--- config.mk ---
export PLATFORM = sky130hd
export DESIGN_NAME = brkpt_unit
export DESIGN_NICKNAME = d
export VERILOG_FILES = /design/src/rtl/brkpt_pkg.sv /design/src/rtl/brkpt_regs.sv /design/src/rtl/brkpt_match.sv /design/src/rtl/brkpt_side.sv /design/src/rtl/brkpt_unit.sv
export SDC_FILE = /design/constraint.sdc
export NUM_CORES = 1
export LEC_CHECK = 0
export CAP_MARGIN = 20
export CORE_MARGIN = 1.5
export CORE_UTILIZATION = 40
export CTS_BUF_LIST = sky130_fd_sc_hd__clkbuf_4
export CTS_CLUSTER_DIAMETER = 120
export DETAILED_ROUTE_END_ITERATION = 16
export PLACE_DENSITY = 0.78
export SYNTH_ARGS = -nofsm -noshare
export SYNTH_HDL_FRONTEND = slang
export SYNTH_SLANG_ARGS = --single-unit
--- constraint.sdc ---
create_clock -name clk -period 1.4 [get_ports clk]
set_input_delay 0.21 -clock clk [delete_from_list [all_inputs] [get_ports clk]]
set_output_delay 0.21 -clock clk [all_outputs]
set_load 0.005 [all_outputs]
--- src/rtl/brkpt_pkg.sv ---
package brkpt_pkg;

    localparam int BYTE_W = 8;
    localparam int ADDR_W = 2 * BYTE_W;
    localparam int EN_POS = BYTE_W - 1;
    localparam int ACT_POS = BYTE_W - 2;

    typedef enum logic [1:0] {
        SEL_CTRL = 2'd0,
        SEL_AHI  = 2'd1,
        SEL_ALO  = 2'd2,
        SEL_NONE = 2'd3
    } sel_e;

    typedef struct packed {
        logic en;
        logic act;
    } ctrl_t;

    typedef struct packed {
        logic [BYTE_W-1:0] hi;
        logic [BYTE_W-1:0] lo;
    } baddr_t;

    function automatic logic [BYTE_W-1:0] ctrl_byte(input ctrl_t c);
        logic [BYTE_W-1:0] b;
        b = '0;
        b[EN_POS] = c.en;
        b[ACT_POS] = c.act;
        return b;
    endfunction

    function automatic logic [ADDR_W-1:0] pick_vec(input logic mon,
                                                   input logic [ADDR_W-1:0] nrm,
                                                   input logic [ADDR_W-1:0] mnv);
        return mon ? mnv : nrm;
    endfunction

endpackage

--- src/rtl/brkpt_regs.sv ---
module brkpt_regs
    import brkpt_pkg::*;
(
    input  logic              clk,
    input  logic              rst,
    input  logic              wr,
    input  logic [1:0]        sel,
    input  logic [BYTE_W-1:0] wdata,
    input  logic              hw_set,
    output ctrl_t             ctrl_q,
    output baddr_t            addr_q,
    output logic [BYTE_W-1:0] rdata,
    output logic              sw_set
);

    sel_e  sel_v;
    ctrl_t ctrl_d;
    logic  ctrl_wr;

    assign sel_v   = sel_e'(sel);
    assign ctrl_wr = wr && (sel_v == SEL_CTRL);
    assign sw_set  = ctrl_wr && wdata[ACT_POS];

    always_comb begin
        ctrl_d = ctrl_q;
        if (ctrl_wr) begin
            ctrl_d.en  = wdata[EN_POS];
            ctrl_d.act = wdata[ACT_POS];
        end
        if (hw_set) ctrl_d.act = 1'b1;
    end

    always_ff @(posedge clk) begin
        if (rst) begin
            ctrl_q <= '0;
            addr_q <= '0;
        end else begin
            ctrl_q <= ctrl_d;
            if (wr && sel_v == SEL_AHI) addr_q.hi <= wdata;
            if (wr && sel_v == SEL_ALO) addr_q.lo <= wdata;
        end
    end

    always_comb begin
        unique case (sel_v)
            SEL_CTRL: rdata = ctrl_byte(ctrl_q);
            SEL_AHI:  rdata = addr_q.hi;
            SEL_ALO:  rdata = addr_q.lo;
            default:  rdata = '0;
        endcase
    end

    // a hardware match beats any software write of the active bit
    p_hwset_wins_r7: assert property (@(posedge clk) disable iff (rst)
        hw_set |=> ctrl_q.act);

    // a software clear without a match drops the active bit
    p_swclr_r7: assert property (@(posedge clk) disable iff (rst)
        (ctrl_wr && !wdata[ACT_POS] && !hw_set) |=> !ctrl_q.act);

endmodule

--- src/rtl/brkpt_match.sv ---
module brkpt_match
    import brkpt_pkg::*;
(
    input  logic              clk,
    input  logic              rst,
    input  ctrl_t             ctrl_q,
    input  baddr_t            addr_q,
    input  logic [ADDR_W-1:0] bus_addr,
    input  logic              bus_valid,
    input  logic              instr_last,
    input  logic              brk_ack,
    input  logic              sw_set,
    output logic              hit,
    output logic              brk_req
);

    logic pend_q;
    logic pend_d;

    assign hit     = ctrl_q.en && bus_valid && (bus_addr == addr_q);
    assign brk_req = instr_last && (pend_q || hit);

    always_comb begin
        if (brk_ack) pend_d = 1'b0;
        else         pend_d = pend_q || hit || sw_set;
    end

    always_ff @(posedge clk) begin
        if (rst) pend_q <= 1'b0;
        else     pend_q <= pend_d;
    end

    // a request is raised only at an instruction boundary
    p_req_last_r4: assert property (@(posedge clk) disable iff (rst)
        brk_req |-> instr_last);

    // a pending break waits until acknowledged
    p_pend_hold_r5: assert property (@(posedge clk) disable iff (rst)
        (pend_q && !brk_ack) |=> pend_q);

    // acknowledge clears the pending flag
    p_ack_clr_r5: assert property (@(posedge clk) disable iff (rst)
        brk_ack |=> !pend_q);

endmodule

--- src/rtl/brkpt_side.sv ---
module brkpt_side
    import brkpt_pkg::*;
#(
    parameter logic [ADDR_W-1:0] VEC_NORMAL  = 16'hFFFC,
    parameter logic [ADDR_W-1:0] VEC_MONITOR = 16'hFEFC
) (
    input  logic              clk,
    input  logic              rst,
    input  ctrl_t             ctrl_q,
    input  logic              monitor_mode,
    input  logic              wdog_brk_dis,
    output logic [ADDR_W-1:0] vec_addr,
    output logic              tmr_freeze,
    output logic              wdog_inhibit
);

    assign vec_addr     = pick_vec(monitor_mode, VEC_NORMAL, VEC_MONITOR);
    assign tmr_freeze   = ctrl_q.act;
    assign wdog_inhibit = ctrl_q.act && monitor_mode && wdog_brk_dis;

    // watchdog inhibit only inside a frozen break in monitor mode
    p_inhibit_r10: assert property (@(posedge clk) disable iff (rst)
        wdog_inhibit |-> (tmr_freeze && monitor_mode));

endmodule

--- src/rtl/brkpt_unit.sv ---
module brkpt_unit
    import brkpt_pkg::*;
#(
    parameter logic [ADDR_W-1:0] VEC_NORMAL  = 16'hFFFC,
    parameter logic [ADDR_W-1:0] VEC_MONITOR = 16'hFEFC
) (
    input  logic              clk,
    input  logic              rst,
    input  logic [1:0]        reg_sel,
    input  logic              reg_wr,
    input  logic [BYTE_W-1:0] reg_wdata,
    output logic [BYTE_W-1:0] reg_rdata,
    input  logic [ADDR_W-1:0] bus_addr,
    input  logic              bus_valid,
    input  logic              instr_last,
    input  logic              brk_ack,
    input  logic              monitor_mode,
    input  logic              wdog_brk_dis,
    output logic              brk_req,
    output logic [ADDR_W-1:0] vec_addr,
    output logic              tmr_freeze,
    output logic              wdog_inhibit
);

    ctrl_t  ctrl_q;
    baddr_t addr_q;
    logic   hit;
    logic   sw_set;

    brkpt_regs u_regs (
        .clk    (clk),
        .rst    (rst),
        .wr     (reg_wr),
        .sel    (reg_sel),
        .wdata  (reg_wdata),
        .hw_set (hit),
        .ctrl_q (ctrl_q),
        .addr_q (addr_q),
        .rdata  (reg_rdata),
        .sw_set (sw_set)
    );

    brkpt_match u_match (
        .clk        (clk),
        .rst        (rst),
        .ctrl_q     (ctrl_q),
        .addr_q     (addr_q),
        .bus_addr   (bus_addr),
        .bus_valid  (bus_valid),
        .instr_last (instr_last),
        .brk_ack    (brk_ack),
        .sw_set     (sw_set),
        .hit        (hit),
        .brk_req    (brk_req)
    );

    brkpt_side #(
        .VEC_NORMAL  (VEC_NORMAL),
        .VEC_MONITOR (VEC_MONITOR)
    ) u_side (
        .clk          (clk),
        .rst          (rst),
        .ctrl_q       (ctrl_q),
        .monitor_mode (monitor_mode),
        .wdog_brk_dis (wdog_brk_dis),
        .vec_addr     (vec_addr),
        .tmr_freeze   (tmr_freeze),
        .wdog_inhibit (wdog_inhibit)
    );

endmodule

==> flow_summary.ini <==
[status]
outcome = finished, violations left
violations = setup timing

[sta]
period_share = 1.31
max_freq_ghz = 0.544
finalHoldViolCount = 0
setup_slack_ns = -0.438
rsz0062_at_grt = true
maxSlewViolCount = 0
setup_viol = 2
fin_skew_ns = 0.00232
whs_ns = 0.407
period_needed_ns = 1.84

[min_path]
whs_endpoint = u_regs.addr_q[12]
worstHoldStart = reg_sel[1]
hold_depth = 5
hold_path.class = in -> reg

[synthesis]
synth_edf_count = 0
ys_ff_latch = 19
async_flop_share = 0
synth_top_area_frac = 0.328
synth_top_family_by_area = simple AND/OR/NAND/NOR gates
synth_ff_type = dfxtp_1
syn_inst = 145
synth_area_leaders = dfxtp_1, xor2_1, buf_4
avgSynthCellArea_um2 = 8.01
seq_area_frac_synth = 0.328
synthXorXnorAreaFrac = 0.121
yosysMostFrequentCell = nand2_1
synth_common_cells = nand2_1, dfxtp_1, a21oi_1, nand3_1, buf_4
synth_compound_area_frac = 0.152
ys_warn_count = 0
synth_fa_ha_area_frac = 0
yosys.area_share.simple = 0.223
synthMuxAreaShare = 0.0345
netlist-cell-type-count = 28
yosys.area.top_type = dfxtp_1
synth_area_um2 = 1160

[power]
p_int_uw = 879
p_per_area_nw_per_um2 = 636
clkPwrFrac = 0.251
p_seq_frac = 0.473
p_leak_nw = 0.859
p_sw_frac = 0.274
comb_power_share = 0.277
switchingPower_uw = 332
peakVddDrop_mv = 0.644

[global_routing]
grt.overflow.total = 0
antenna_found_initial = 0
grt_pass1_wl_um = 5750
grt_max_degree = 20
grt_pass1_vias = 1289
grtUsageTotal = 0.228

[critical_path]
crit_buf_inv = 1
crit_arrival_ns = 1.63
reg2reg_slack_ns = -0.02
ff2ff_path_depth = 5
path_class = reg -> out
cp-end-kind = primary output
crit_slowest_cell = dfxtp_2
required_ns = 1.19
r2r-start = u_regs.addr_q[13]
cpLargestDelayFamily = simple AND/OR/NAND/NOR gates
cp_cell_sequence = xor2_1 -> nor4_2 -> nand3_1 -> o31ai_1 -> buf_2
critPathLaunchType = register
cp_slowest_stage_delay_ns = 0.34
worst_r2r_endpoint = u_match.pend_q
cp_max_fo = 2

[clock_network]
cts_inserted_buffers = 3
cts_sinks = 19
cts_max_level = 1
clock_path_buffers = 2
cts_tree = done
clock-root-buffer = clkbuf_4
worstSkewPairLatency_ns = 0.29
cts-hold-fix-buffers = 0
clk_pin_slew_ns = 0.11

[drt]
drc = 0
viasPerCell = 5.20
vias = 1327
wl_um = 3780
wl_per_cell_um = 14.8
first_pass_iters = 4
drt_iter0_drc = 32
ant_nets = 0

[final_layout]
nets = 259
multiInputGateArea_um2 = 734
seq_area_um2 = 399
stdcell_area_um2 = 1900
drive_above_1_share = 0.357
utilization = 0.691
fillers = 220
area_growth_pct = 64.0
diodes = 0

[place]
placed_area_um2 = 1800
gp_congestion = 0.868
place_hpwl_um = 2580
port-buffer-count = 45

[floorplan]
dieHeight_um = 56.9
initial_core_util = 0.421
fp.coreArea_um2 = 2760
die-area_um2 = 3230
ioPinCount = 61
rows = 19
fp.dieW_um = 56.9

[flow_run]
drv_cap = 0
==> what timing repair did <==
| item | 4_1_cts | 5_1_grt |
|---|---|---|
| buffers inserted | 4 | 1 |
| setup endpoints to repair | 29 | 9 |
| pin swaps | 7 | 4 |
| cloned | 1 | 0 |
| resized for setup | 58 | 11 |
==> cells in the final DEF (no fill, tap or decap), drive strengths merged, types with 3 or more instances in the layout <==
master	netlist	layout
nand3	17	17
inv	3	3
conb	2	15
xor2	15	15
dfxtp	19	19
mux2i	4	4
a21oi	17	17
clkdlybuf4s50	0	32
nand2	21	21
nor4	3	3
clkbuf	2	8
o31ai	3	3
buf	20	44
a22o	6	6
==> worst reg2reg max path, stage by stage, from the launching register on <==
cell     delay (ns)
dfxtp_2        0.34
xor2_1         0.16
nor4_2         0.28
nand3_1        0.15
buf_4          0.18
o31ai_2        0.24
==> flip-flops by register name, indices dropped and copies added, names as in the netlist <==
| name | cells |
|---|---|
| u_regs.addr_q | 16 |
| u_match.pend_q | 1 |
| u_regs.ctrl_q | 2 |
==> area by class of cell <==
type                    instances  share of cell area
inverters                       3             0.00591
well taps                      31              0.0204
flip-flops and latches         19               0.210
repair buffers                 83               0.363
clock buffers                   4              0.0158
multi-input cells             115               0.386
==> through the flow <==
stage	std cells	TNS (ns)	setup slack, ns	power [mW]
floorplan	158	0	0.0398	0.722
global placement	245	-11.94	-0.817	0.878
detailed placement	245	-12.79	-0.813	0.887
CTS	254	-0.461	-0.442	1.21
global route	255	-0.651	-0.540	1.26
finish	255	-0.456	-0.438	1.21
==> worst max path at each step <==
stage / start / to / slack [ns] / depth (start not counted)
6_report: u_regs.addr_q[13] / brk_req / -0.44 / 5
5_1_grt: u_regs.addr_q[3] / brk_req / -0.54 / 5
3_5_place_dp: bus_addr[4] / brk_req / -0.81 / 6
4_1_cts: u_regs.addr_q[13] / brk_req / -0.44 / 5
3_3_place_gp: bus_addr[12] / brk_req / -0.82 / 6
2_1_floorplan: u_regs.addr_q[13] / brk_req / 0.04 / 4
==> kinds of logic after synthesis <==
| kind of cell | count (synthesis) |
|---|---|
| multiplexers | 4 |
| AO/OA/AOI/OAI | 28 |
| flip-flops | 19 |
| XOR/XNOR | 16 |
| AND/OR/NAND/NOR | 51 |
| other | 2 |
| buffers and inverters | 25 |
==> power by group through the flow <==
stage / registers, mW / logic (mW) / clock network (mW)
detailed placement: 0.582 / 0.305 / 0
global placement: 0.581 / 0.297 / 0
CTS: 0.573 / 0.320 / 0.317
finish: 0.573 / 0.335 / 0.304
floorplan: 0.582 / 0.139 / 0
global route: 0.575 / 0.359 / 0.324
==> metal layers <==
layer	part of all wire	track usage	wire length, µm	up-vias
li1	-	-	-	627
met1	0.39	0.276	1480	621
met5	0	0	0	-
met4	0.010	0.0698	39	0
met2	0.52	0.409	1950	73
met3	0.083	0.0369	315	6
(Power assumes the default switching activity.)
